### src/rtl/rmw_pkg.sv
// Shared opcodes, status codes, sequencer phases and code sizing for the
// read-modify-write engine. Assumes a Hamming SECDED layout with one extra
// overall parity bit at codeword position 0.
package rmw_pkg;
    localparam logic [2:0] OP_ADD  = 3'd0;
    localparam logic [2:0] OP_OR   = 3'd1;
    localparam logic [2:0] OP_AND  = 3'd2;
    localparam logic [2:0] OP_CMP  = 3'd3;
    localparam logic [2:0] OP_STAT = 3'd4;

    localparam logic [1:0] CMP_EQ = 2'b00;
    localparam logic [1:0] CMP_LT = 2'b01;
    localparam logic [1:0] CMP_GT = 2'b10;

    typedef enum logic [1:0] {
        ST_CLEAN = 2'b00,
        ST_FIXED = 2'b01,
        ST_UNCOR = 2'b10,
        ST_BADOP = 2'b11
    } status_e;

    typedef enum logic [2:0] {
        S_IDLE, S_CHK0, S_CHK1, S_MOD, S_WR1, S_RSP
    } phase_e;

    // Number of Hamming check bits needed to cover dw data bits.
    function automatic int hamming_bits(input int dw);
        int p;
        p = 0;
        while ((1 << p) < dw + p + 1) p++;
        return p;
    endfunction
endpackage

### src/rtl/rmw_secded_enc.sv
// SECDED encoder: places data bits at non-power-of-two positions, fills the
// Hamming check bits, then sets bit 0 for even parity over the whole word.
// Assumes DW small enough that CW-1 fits the Hamming index space.
module rmw_secded_enc
    import rmw_pkg::*;
#(
    parameter  int DW = 64,
    localparam int PB = hamming_bits(DW),
    localparam int CW = DW + PB + 1
) (
    input  logic [DW-1:0] data_i,
    output logic [CW-1:0] code_o
);
    // Purpose: build the codeword combinationally.
    always_comb begin
        logic [CW-1:0] c;
        logic          par;
        int            j;
        c = '0;
        j = 0;
        for (int i = 1; i < CW; i++) begin
            if ((i & (i - 1)) != 0) begin
                c[i] = data_i[j];
                j++;
            end
        end
        for (int k = 0; k < PB; k++) begin
            par = 1'b0;
            for (int i = 1; i < CW; i++) begin
                if (i[k]) par ^= c[i];
            end
            c[1 << k] = par;
        end
        c[0]   = ^c[CW-1:1];
        code_o = c;
    end
endmodule

### src/rtl/rmw_secded_dec.sv
// SECDED checker/corrector: computes the position syndrome and overall
// parity, flips a single bad bit, flags double errors, and extracts data.
// Assumes at most two bits of a word are in error.
module rmw_secded_dec
    import rmw_pkg::*;
#(
    parameter  int DW = 64,
    localparam int PB = hamming_bits(DW),
    localparam int CW = DW + PB + 1
) (
    input  logic [CW-1:0] code_i,
    output logic [DW-1:0] data_o,
    output logic          single_o,
    output logic          double_o
);
    // Purpose: classify the error, repair it and strip the check bits.
    always_comb begin
        logic [PB-1:0] syn;
        logic [CW-1:0] f;
        int            j;
        syn = '0;
        for (int i = 1; i < CW; i++) begin
            if (code_i[i]) syn ^= i[PB-1:0];
        end
        f        = code_i;
        single_o = 1'b0;
        double_o = 1'b0;
        if (^code_i) begin
            if (int'(syn) < CW) begin
                f[syn]   = ~f[syn];
                single_o = 1'b1;
            end else begin
                double_o = 1'b1;
            end
        end else if (syn != '0) begin
            double_o = 1'b1;
        end
        data_o = '0;
        j = 0;
        for (int i = 1; i < CW; i++) begin
            if ((i & (i - 1)) != 0) begin
                data_o[j] = f[i];
                j++;
            end
        end
    end
endmodule

### src/rtl/rmw_alu.sv
// Modify stage: computes the write-back value of the primary word, the
// incremented packet word, the unsigned compare result and whether the
// opcode writes at all. Inputs are already ECC-corrected.
module rmw_alu
    import rmw_pkg::*;
#(
    parameter int DW = 64
) (
    input  logic [2:0]    op_i,
    input  logic [DW-1:0] word0_i,
    input  logic [DW-1:0] word1_i,
    input  logic [DW-1:0] operand_i,
    output logic [DW-1:0] res0_o,
    output logic [DW-1:0] res1_o,
    output logic [1:0]    cmp_o,
    output logic          wr_o
);
    localparam logic [DW-1:0] ONE = {{(DW-1){1'b0}}, 1'b1};

    // Purpose: select the operation result and its write intent.
    always_comb begin
        res0_o = word0_i;
        wr_o   = 1'b0;
        case (op_i)
            OP_ADD:  begin res0_o = word0_i + operand_i; wr_o = 1'b1; end
            OP_OR:   begin res0_o = word0_i | operand_i; wr_o = 1'b1; end
            OP_AND:  begin res0_o = word0_i & operand_i; wr_o = 1'b1; end
            OP_STAT: begin res0_o = word0_i + operand_i; wr_o = 1'b1; end
            default: begin res0_o = word0_i;             wr_o = 1'b0; end
        endcase
    end

    // Purpose: packet counter increment for the statistics pair.
    assign res1_o = word1_i + ONE;

    // Purpose: unsigned ordering of stored word against operand.
    always_comb begin
        if (word0_i < operand_i)      cmp_o = CMP_LT;
        else if (word0_i > operand_i) cmp_o = CMP_GT;
        else                          cmp_o = CMP_EQ;
    end
endmodule

### src/rtl/rmw_engine.sv
// Near-memory read-modify-write engine. Accepts one command at a time,
// reads the addressed codeword (and its pair word for statistics), corrects
// it, modifies it and writes the re-encoded result back to the same place.
// Assumes the external single-port RAM returns read data one cycle after a
// read enable and holds at most two bad bits per word.
module rmw_engine
    import rmw_pkg::*;
#(
    parameter  int DW    = 64,
    parameter  int AW    = 6,
    parameter  int CNT_W = 16,
    localparam int PB    = hamming_bits(DW),
    localparam int CW    = DW + PB + 1
) (
    input  logic             clk,
    input  logic             rst_n,
    input  logic             cmd_valid,
    output logic             cmd_ready,
    input  logic [2:0]       cmd_op,
    input  logic [AW-1:0]    cmd_addr,
    input  logic [DW-1:0]    cmd_operand,
    output logic             rsp_valid,
    output logic [1:0]       rsp_status,
    output logic [1:0]       rsp_cmp,
    output logic [CNT_W-1:0] rsp_ce_count,
    output logic             rsp_ce_sticky,
    output logic             mem_en,
    output logic             mem_we,
    output logic [AW-1:0]    mem_addr,
    output logic [CW-1:0]    mem_wdata,
    input  logic [CW-1:0]    mem_rdata
);
    localparam logic [CNT_W-1:0] CNT_MAX = '1;

    phase_e            state_q, state_d;
    logic [2:0]        op_q;
    logic [AW-1:0]     addr_q;
    logic [DW-1:0]     opnd_q, word0_q, word1_q;
    logic              fix_q, unc_q;
    logic [1:0]        status_q, cmpres_q;
    logic [CNT_W-1:0]  ce_cnt_q;
    logic              ce_sticky_q;

    logic [DW-1:0]     dec_data, res0, res1, enc_in;
    logic              dec_single, dec_double;
    logic [1:0]        alu_cmp;
    logic              alu_wr, wr_ok, is_stat, in_check;
    logic [AW-1:0]     pair_addr;
    logic [CW-1:0]     enc_code;

    assign is_stat   = (op_q == OP_STAT);
    assign pair_addr = {addr_q[AW-1:1], 1'b1};
    assign wr_ok     = alu_wr && !unc_q;
    assign in_check  = (state_q == S_CHK0) || (state_q == S_CHK1);
    assign cmd_ready = (state_q == S_IDLE);

    rmw_secded_dec #(.DW(DW)) u_dec (
        .code_i   (mem_rdata),
        .data_o   (dec_data),
        .single_o (dec_single),
        .double_o (dec_double)
    );

    rmw_alu #(.DW(DW)) u_alu (
        .op_i      (op_q),
        .word0_i   (word0_q),
        .word1_i   (word1_q),
        .operand_i (opnd_q),
        .res0_o    (res0),
        .res1_o    (res1),
        .cmp_o     (alu_cmp),
        .wr_o      (alu_wr)
    );

    assign enc_in = (state_q == S_WR1) ? res1 : res0;

    rmw_secded_enc #(.DW(DW)) u_enc (
        .data_i (enc_in),
        .code_o (enc_code)
    );

    // Purpose: sequencer next phase.
    always_comb begin
        state_d = state_q;
        case (state_q)
            S_IDLE:  if (cmd_valid) state_d = S_CHK0;
            S_CHK0:  state_d = is_stat ? S_CHK1 : S_MOD;
            S_CHK1:  state_d = S_MOD;
            S_MOD:   state_d = (is_stat && wr_ok) ? S_WR1 : S_RSP;
            S_WR1:   state_d = S_RSP;
            S_RSP:   state_d = S_IDLE;
            default: state_d = S_IDLE;
        endcase
    end

    // Purpose: drive the RAM port from the current phase.
    always_comb begin
        mem_en    = 1'b0;
        mem_we    = 1'b0;
        mem_addr  = addr_q;
        mem_wdata = enc_code;
        case (state_q)
            S_IDLE: begin
                mem_en   = cmd_valid;
                mem_addr = (cmd_op == OP_STAT) ? {cmd_addr[AW-1:1], 1'b0} : cmd_addr;
            end
            S_CHK0: begin
                mem_en   = is_stat;
                mem_addr = pair_addr;
            end
            S_MOD: begin
                mem_en = wr_ok;
                mem_we = wr_ok;
            end
            S_WR1: begin
                mem_en   = 1'b1;
                mem_we   = 1'b1;
                mem_addr = pair_addr;
            end
            default: ;
        endcase
    end

    // Purpose: phase register.
    always_ff @(posedge clk) begin
        if (!rst_n) state_q <= S_IDLE;
        else        state_q <= state_d;
    end

    // Purpose: capture the accepted command.
    always_ff @(posedge clk) begin
        if (!rst_n) begin
            op_q   <= '0;
            addr_q <= '0;
            opnd_q <= '0;
        end else if (cmd_valid && cmd_ready) begin
            op_q   <= cmd_op;
            addr_q <= (cmd_op == OP_STAT) ? {cmd_addr[AW-1:1], 1'b0} : cmd_addr;
            opnd_q <= cmd_operand;
        end
    end

    // Purpose: latch corrected words and accumulate error flags.
    always_ff @(posedge clk) begin
        if (!rst_n) begin
            word0_q <= '0;
            word1_q <= '0;
            fix_q   <= 1'b0;
            unc_q   <= 1'b0;
        end else if (state_q == S_CHK0) begin
            word0_q <= dec_data;
            fix_q   <= dec_single;
            unc_q   <= dec_double;
        end else if (state_q == S_CHK1) begin
            word1_q <= dec_data;
            fix_q   <= fix_q | dec_single;
            unc_q   <= unc_q | dec_double;
        end
    end

    // Purpose: form the response fields in the modify phase.
    always_ff @(posedge clk) begin
        if (!rst_n) begin
            status_q <= ST_CLEAN;
            cmpres_q <= CMP_EQ;
        end else if (state_q == S_MOD) begin
            if (op_q > OP_STAT)  status_q <= ST_BADOP;
            else if (unc_q)      status_q <= ST_UNCOR;
            else if (fix_q)      status_q <= ST_FIXED;
            else                 status_q <= ST_CLEAN;
            cmpres_q <= (op_q == OP_CMP && !unc_q) ? alu_cmp : CMP_EQ;
        end
    end

    // Purpose: saturating corrected-word counter and sticky flag.
    always_ff @(posedge clk) begin
        if (!rst_n) begin
            ce_cnt_q    <= '0;
            ce_sticky_q <= 1'b0;
        end else if (in_check && dec_single) begin
            ce_sticky_q <= 1'b1;
            if (ce_cnt_q != CNT_MAX) ce_cnt_q <= ce_cnt_q + 1'b1;
        end
    end

    assign rsp_valid     = (state_q == S_RSP);
    assign rsp_status    = status_q;
    assign rsp_cmp       = cmpres_q;
    assign rsp_ce_count  = ce_cnt_q;
    assign rsp_ce_sticky = ce_sticky_q;

    // no RAM write while the command carries an uncorrectable read
    a_r4_no_wb_on_unc: assert property (@(posedge clk) disable iff (!rst_n)
        (mem_en && mem_we) |-> !unc_q);

    // compare never writes
    a_r7_cmp_no_write: assert property (@(posedge clk) disable iff (!rst_n)
        (mem_en && mem_we) |-> (op_q != OP_CMP));

    // single-word write-back lands where the read went two cycles earlier
    a_r1_wb_same_addr: assert property (@(posedge clk) disable iff (!rst_n)
        (mem_en && mem_we && !is_stat) |-> (mem_addr == $past(mem_addr, 2)));

    // response lasts one cycle
    a_r1_rsp_single: assert property (@(posedge clk) disable iff (!rst_n)
        rsp_valid |=> !rsp_valid);

    // sticky flag never clears
    a_r10_sticky_holds: assert property (@(posedge clk) disable iff (!rst_n)
        rsp_ce_sticky |=> rsp_ce_sticky);

    // counter never decreases
    a_r10_cnt_monotone: assert property (@(posedge clk) disable iff (!rst_n)
        1'b1 |=> (rsp_ce_count >= $past(rsp_ce_count)));

    // packet word write directly follows the byte word write
    a_r8_pair_order: assert property (@(posedge clk) disable iff (!rst_n)
        (mem_en && mem_we && is_stat && mem_addr[0]) |-> $past(mem_en && mem_we));
endmodule

### config.mk
export PLATFORM = sky130hd
export DESIGN_NAME = rmw_engine
export DESIGN_NICKNAME = d
export VERILOG_FILES = /design/src/rtl/rmw_pkg.sv /design/src/rtl/rmw_secded_enc.sv /design/src/rtl/rmw_secded_dec.sv /design/src/rtl/rmw_alu.sv /design/src/rtl/rmw_engine.sv
export SDC_FILE = /design/constraint.sdc
export NUM_CORES = 1
export LEC_CHECK = 0
export ABC_AREA = 1
export BUFFER_PORTS_ARGS = -buffer_cell sky130_fd_sc_hd__buf_2
export CAP_MARGIN = 30
export CORE_AREA = 8 8 261 263
export CTS_BUF_LIST = sky130_fd_sc_hd__clkbuf_16
export CTS_CLUSTER_SIZE = 28
export DETAILED_ROUTE_END_ITERATION = 12
export DIE_AREA = 0 0 269 271
export PLACE_DENSITY_LB_ADDON = 0.15
export SETUP_SLACK_MARGIN = 0.15
export SLEW_MARGIN = 20
export SYNTH_ARGS = -nofsm -noshare
export SYNTH_HDL_FRONTEND = slang
export SYNTH_SLANG_ARGS = --single-unit
### constraint.sdc
create_clock -name clk -period 9.5 [get_ports clk]
set_clock_uncertainty 0.1 [all_clocks]
set_input_delay 0.95 -clock clk [delete_from_list [all_inputs] [get_ports clk]]
set_output_delay 0.95 -clock clk [all_outputs]
set_load 0.02 [all_outputs]
==> impl_metrics.yaml, run 1 <==
yosys:
  netlist_instances: 4196
  netlist_area_um2: 25400
  ys.warnings.count: 0
  synth-seq-cells: 227
  syn_nets: 4539
  ys_types: 63
  synth_ff_type: "dfxtp_1"
  postSynthAreaPerCell_um2: 6.05
  ys_seq_area_frac: 0.179
  yosys.area.top_type_share: 0.179
  synthTopCellsByArea: "dfxtp_1 (18%), nand2_1 (14%), ha_1 (9.6%), inv_1 (8.3%), o21ai_0 (7.2%)"
  synth-edff-count: 0
  yosys.area.top_type: "dfxtp_1"
  synth_async_sr_flop_share: 0
placement:
  place_hpwl_mm: 85.6
  io_buffers: 250
  gp_congestion: 1.03
  placedCellCount: 5181
setup_path:
  arrival_ns: 5.68
  cp-start-kind: "flip-flop"
  ff2ff_path_depth: 11
  slowest_stage: "clkinv_1"
  path_max_fanout: 46
  critical_path.most_common_cell: "nand2_1"
  cpPeakStageDelay_ns: 0.60
  critPathCaptureType: "output port"
  cp.required_ns: 8.45
  worstSetupPathType: "reg -> out"
clock_network:
  insertion_delay_ns: 0.60
  cts_resized: 0
  post_cts_buffers: 0
  cts_tree: "yes"
  clock-sinks: 227
  holdBufCountCts: 0
  htree_levels: 1
  max-clock-path-buffers: 3
  path_clk_slew_ns: 0.06
  numCtsBuffers: 29
  clockRootBuffer: "clkbuf_16"
power:
  power_uw: 11800
  power.internal_uw: 4590
  peakVddDrop_v: 0.000661
  p_switching_uw: 7220
  power_frac_seq: 0.126
  clkPwrFrac: 0.092
  p_per_area_nw_per_um2: 419
  combPwrFrac: 0.783
  p_sw_frac: 0.611
  power.leakage_uw: 0.0132
route:
  antenna_left: 0
  num_vias: 27800
  dr.first_iter.drc_count: 2705
  dr.pass1.iters: 6
  drt_wl_total_mm: 104
  via_per_inst: 5.31
  drcViolationCount: 0
  wl_per_cell_um: 19.9
flow_run:
  cap_violations: 0
sta:
  setup_tns_ns: 0
  tightest_slew_ns: 1.08
  rsz0062_at_grt: "no"
  finalHoldViolCount: 0
  setup_viol: 0
  whs_ns: 0.347
  slew_violations: 0
  max_slew_margin: 0.275
  fin_crit_sh: 0.708
  timing.fmax_mhz: 149
  fin_crit_ns: 6.73
cells_and_area:
  fin_cells: 5235
  regArea_um2: 4540
  layout.nets: 4701
  nFillCells: 7105
  multi_input_area_um2: 18000
  area_delta_synth_final_pct: 10.9
  drive_gt1_frac: 0.132
die:
  die_height_um: 271
  core.rowCount: 93
  chipWidth_um: 269
  start_util: 0.397
  die-area_um2: 72900
  ios: 251
  coreArea_um2: 63900
worst_hold_path:
  whs_path_depth: 2
  min_path_type: "reg -> reg"
global_route:
  grt_usage: 0.274
  first_global_vias: 25700
  grt_pass1_wl_mm: 155
  grt_antenna_before_repair: 1
  grt-ovfl-total: 0
  grt_max_degree: 109
status:
  status: "finished, final reports clean"
## cell usage after synthesis (13+ instances only)
master,number
dfxtp_1,227
or2_2,74
nand2_1,949
o21ai_1,16
nor3_1,61
nand3_1,288
clkbuf_1,90
o21ai_0,367
xnor2_1,109
inv_2,13
nand4_1,45
xor2_1,110
o21bai_1,16
o22ai_1,55
buf_2,27
inv_1,558
a21oi_1,349
ha_1,194
nor2_1,334
nand2_2,121
a211oi_1,29
## power groups by stage
stage | sequential (uW) | clock, uW | combinational, uW
2_1_floorplan | 1360 | 0 | 6930
3_3_place_gp | 1490 | 0 | 9160
5_1_grt | 1510 | 1140 | 10200
4_1_cts | 1470 | 1110 | 9210
3_5_place_dp | 1490 | 0 | 9180
6_report | 1480 | 1080 | 9230
## registers in the layout, indices dropped and copies added (netlist names)
| register | cells |
|---|---|
| unc_q | 1 |
| word1_q | 64 |
| fix_q | 1 |
| word0_q | 64 |
| rsp_ce_count | 16 |
| addr_q | 6 |
| rsp_ce_sticky | 1 |
| state_q | 3 |
| rsp_cmp | 2 |
| opnd_q | 64 |
| op_q | 3 |
| rsp_status | 2 |
## kinds of logic after synthesis
kind of cell | count (synthesis) | synth area share
compound gates | 895 | 0.192
xor+xnor | 232 | 0.0839
fa+ha+maj | 195 | 0.0965
buf+inv | 712 | 0.110
flops | 227 | 0.179
simple gates | 1935 | 0.338
## per-stage QoR
stage	area [um^2]	setup slack (ns)	utilization
final	28100	2.77	0.441
after global routing	28100	2.21	0.441
after CTS	28100	2.75	0.440
after detailed placement	27200	3.40	0.426
after global placement	27200	3.31	0.426
after floorplan	25400	4.40	-
## critical path, delay by kind of cell (launching register included)
kind / cells / cell delay (ns)
DFF: 1 / 0.38
and+or+nand+nor: 29 / 2.15
buffers and inverters: 7 / 1.95
AOI/OAI and AO/OA: 3 / 0.57
## final timing paths
check	from	endpoint	slack (ns)
setup / recovery	state_q[0]$_SDFFE_PN0P_	mem_wdata[0]	2.77
hold / removal	addr_q[2]$_SDFFE_PN0P_	addr_q[2]$_SDFFE_PN0P_	0.35
hold reg to reg	addr_q[2]$_SDFFE_PN0P_	addr_q[2]$_SDFFE_PN0P_	0.35
setup reg to reg	word0_q[47]$_SDFFE_PN0P_	rsp_cmp[0]$_SDFFE_PN0P_	5.77
## placed cells by master, fill, tap and decap left out, types with 7 or more instances in the layout
cell type	Yosys	routed
buf_4	4	16
xor2_1	110	110
nand3_1	288	288
o21ai_1	16	16
ha_1	194	194
a21o_1	8	8
clkbuf_16	0	29
nor4_1	11	11
nand2_1	949	946
inv_1	558	563
dfxtp_1	227	227
o21bai_1	16	16
o21a_1	7	7
inv_2	13	13
nand2_2	121	123
a21oi_1	349	349
o22ai_1	55	55
xnor2_2	11	11
nand3b_1	10	10
nor3_1	61	60
buf_2	27	249
o21ai_0	367	367
xnor2_1	109	109
or2_2	74	74
a31oi_1	10	10
a211oi_1	29	29
nor2_1	334	333
nand4_1	45	45
nor3_2	6	7
## layer usage
layer / up-vias / track usage / part of all wire
li1: 13900 / - / -
met4: 2 / 0.0670 / 0.025
met5: - / 0 / 0.00012
met2: 945 / 0.412 / 0.42
met1: 12800 / 0.408 / 0.48
met3: 114 / 0.0323 / 0.076
## final cells by class
type,count,share of cell area
Multi-Input combinational cell,3257,0.641
Sequential cell,227,0.161
Inverter,576,0.0770
Timing Repair Buffer,267,0.0495
Tap cell,855,0.0380
Clock buffer,29,0.0258
Clock inverter,23,0.00680
Antenna cell,1,0.0000889
(Power assumes the default switching activity.)
==> run 2: changes to the inputs <==
==> constraint.sdc (replaced) <==
create_clock -name clk -period 5.4 [get_ports clk]
set_clock_uncertainty 0.1 [all_clocks]
set_input_delay 0.54 -clock clk [delete_from_list [all_inputs] [get_ports clk]]
set_output_delay 0.54 -clock clk [all_outputs]
set_load 0.02 [all_outputs]
==> impl_metrics.yaml, run 2 (synthesized netlist as in run 1, its figures left out) <==
route:
  drt_wl_total_mm: 115
  via_per_inst: 5.44
  dr.first_iter.drc_count: 3078
  num_vias: 30100
  dr.pass1.iters: 8
  drcViolationCount: 0
  antenna_left: 0
  wl_per_cell_um: 20.8
placement:
  io_buffers: 250
  place_hpwl_mm: 91.3
  gp_congestion: 0.999
setup_path:
  arrival_ns: 4.60
  reg2reg_slack_ns: 1.85
  slowest_stage: "dfxtp_4"
  cp-start-kind: "flip-flop"
  cpPeakStageDelay_ns: 0.38
  critPathCaptureType: "output port"
  rr_endpoint: "rsp_cmp[0]$_SDFFE_PN0P_"
  cp-startpoint: "word1_q[1]$_SDFFE_PN0P_"
  path_max_fanout: 6
  cp.required_ns: 4.76
  worstSetupPathType: "reg -> out"
  regToRegStartpoint: "word0_q[43]$_SDFFE_PN0P_"
  ff2ff_path_depth: 13
  critical_path.most_common_cell: "nand2_1"
global_route:
  grt_antenna_before_repair: 1
  grt-ovfl-total: 0
  grt_usage: 0.295
  grt_pass1_wl_mm: 167
  use_met3: 0.0474
  grt-busiest-layer: "met1"
  grt_max_degree: 155
  grtUsageMet1: 0.441
  first_global_vias: 27200
  grtUsageMet2: 0.435
clock_network:
  path_clk_slew_ns: 0.07
  numCtsBuffers: 29
  cts_tree: "yes"
  insertion_delay_ns: 0.58
  clockRootBuffer: "clkbuf_16"
  holdBufCountCts: 0
  max-clock-path-buffers: 3
  clock-sinks: 227
  htree_levels: 1
cells_and_area:
  final_cell_mix: "nand2_1 (681), inv_1 (481), nand2_2 (326)"
  drive_gt1_frac: 0.350
  area_delta_synth_final_pct: 34.7
  fin_util: 0.535
  layout_commonest_cell: "nand2_1"
  layout.nets: 4988
  nFillCells: 6468
  n_antenna_cell: 0
  top_regs: "opnd_q x64, word0_q x64, word1_q x64"
die:
  die-area_um2: 72900
  core.rowCount: 93
  ios: 251
  start_util: 0.397
  coreArea_um2: 63900
  die_height_um: 271
  chipWidth_um: 269
worst_hold_path:
  hold_end: "opnd_q[8]$_SDFFE_PN0P_"
  whs_path_depth: 3
  min_path_type: "in -> reg"
  hp-start: "cmd_operand[8]"
sta:
  fin_crit_sh: 0.969
  setup_tns_ns: 0
  finalHoldViolCount: 0
  max_slew_margin: 0.361
  fin_crit_ns: 5.24
  timing.fmax_mhz: 191
  rsz0062_at_grt: "yes"
  tightest_slew_ns: 0.950
  setup_viol: 0
  slew_violations: 0
flow_run:
  cap_violations: 0
power:
  peakVddDrop_v: 0.00104
  power.leakage_uw: 0.0156
  p_per_area_nw_per_um2: 777
status:
  status: "finished, final reports clean"
## run 2: changes by cell type in the layout (fill, tap and decap cells not counted), moves of 67 or more
cell     delta
inv_2      +78
ha_1       -72
nand3_1    -88
nand2_1   -265
buf_4     +271
nor2_1     -67
nand3_2    +74
inv_1      -82
nand2_2   +203
## run 2: stage by stage
step                      cells  power (uW)  hold WS [ns]  setup WS, ns  instance area [um^2]
final                      5521       26600         0.131         0.165                 34200
after floorplan            4196       14500         0.325         0.709                 25400
after detailed placement   5327       20100         0.343         0.144                 28400
after global placement     5327       20100         0.341         0.117                 28400
after global routing       5521       28500         0.141        -0.173                 34200
after CTS                  5432       23400         0.112         0.150                 31300
## run 2: timing repair
action | 4_1_cts | 5_1_grt
pin swaps | 69 | 208
setup buffers | 53 | 87
resized for setup | 427 | 642
endpoints found under the setup margin | 7 | 7
cloned | 0 | 0
## run 2: worst max-delay path by stage
stage	depth (start not counted)	to
floorplan	39	mem_wdata[0]
global placement	38	mem_wdata[0]
detailed placement	37	mem_wdata[0]
CTS	34	mem_wdata[0]
global route	43	mem_wdata[0]
finish	35	mem_wdata[0]
## run 2: cell type report
type	count	area (um^2)	share of cell area
timing repair buffer	554	3710	0.109
clock buffer	29	726	0.0212
sequential	227	4650	0.136
inverter	576	2180	0.0637
clock inverter	23	246	0.00721
multi-input combinational	3257	21600	0.632
tap	855	1070	0.0313
## run 2: metal layers
metal	wire length [um]	vias up
li1	-	14500
met1	52600	14000
met2	47800	1362
met3	11400	149
met4	3050	2
met5	12	-
## run 2: power by group
group / internal (uW) / total (uW) / switching [uW]
Clock: 1210 / 2060 / 844
Sequential: 2110 / 2490 / 389
Combinational: 8170 / 22000 / 13800
Total: 11500 / 26600 / 15100
## run 2: critical path, delay by kind of cell, from the launching register on
kind / cells / cell delay, ns
flip-flops: 1 / 0.38
buffers and inverters: 5 / 0.49
adder cells (fa/ha/maj): 1 / 0.13
AO/OA/AOI/OAI: 1 / 0.18
AND/OR/NAND/NOR: 27 / 2.65
XOR/XNOR: 1 / 0.19
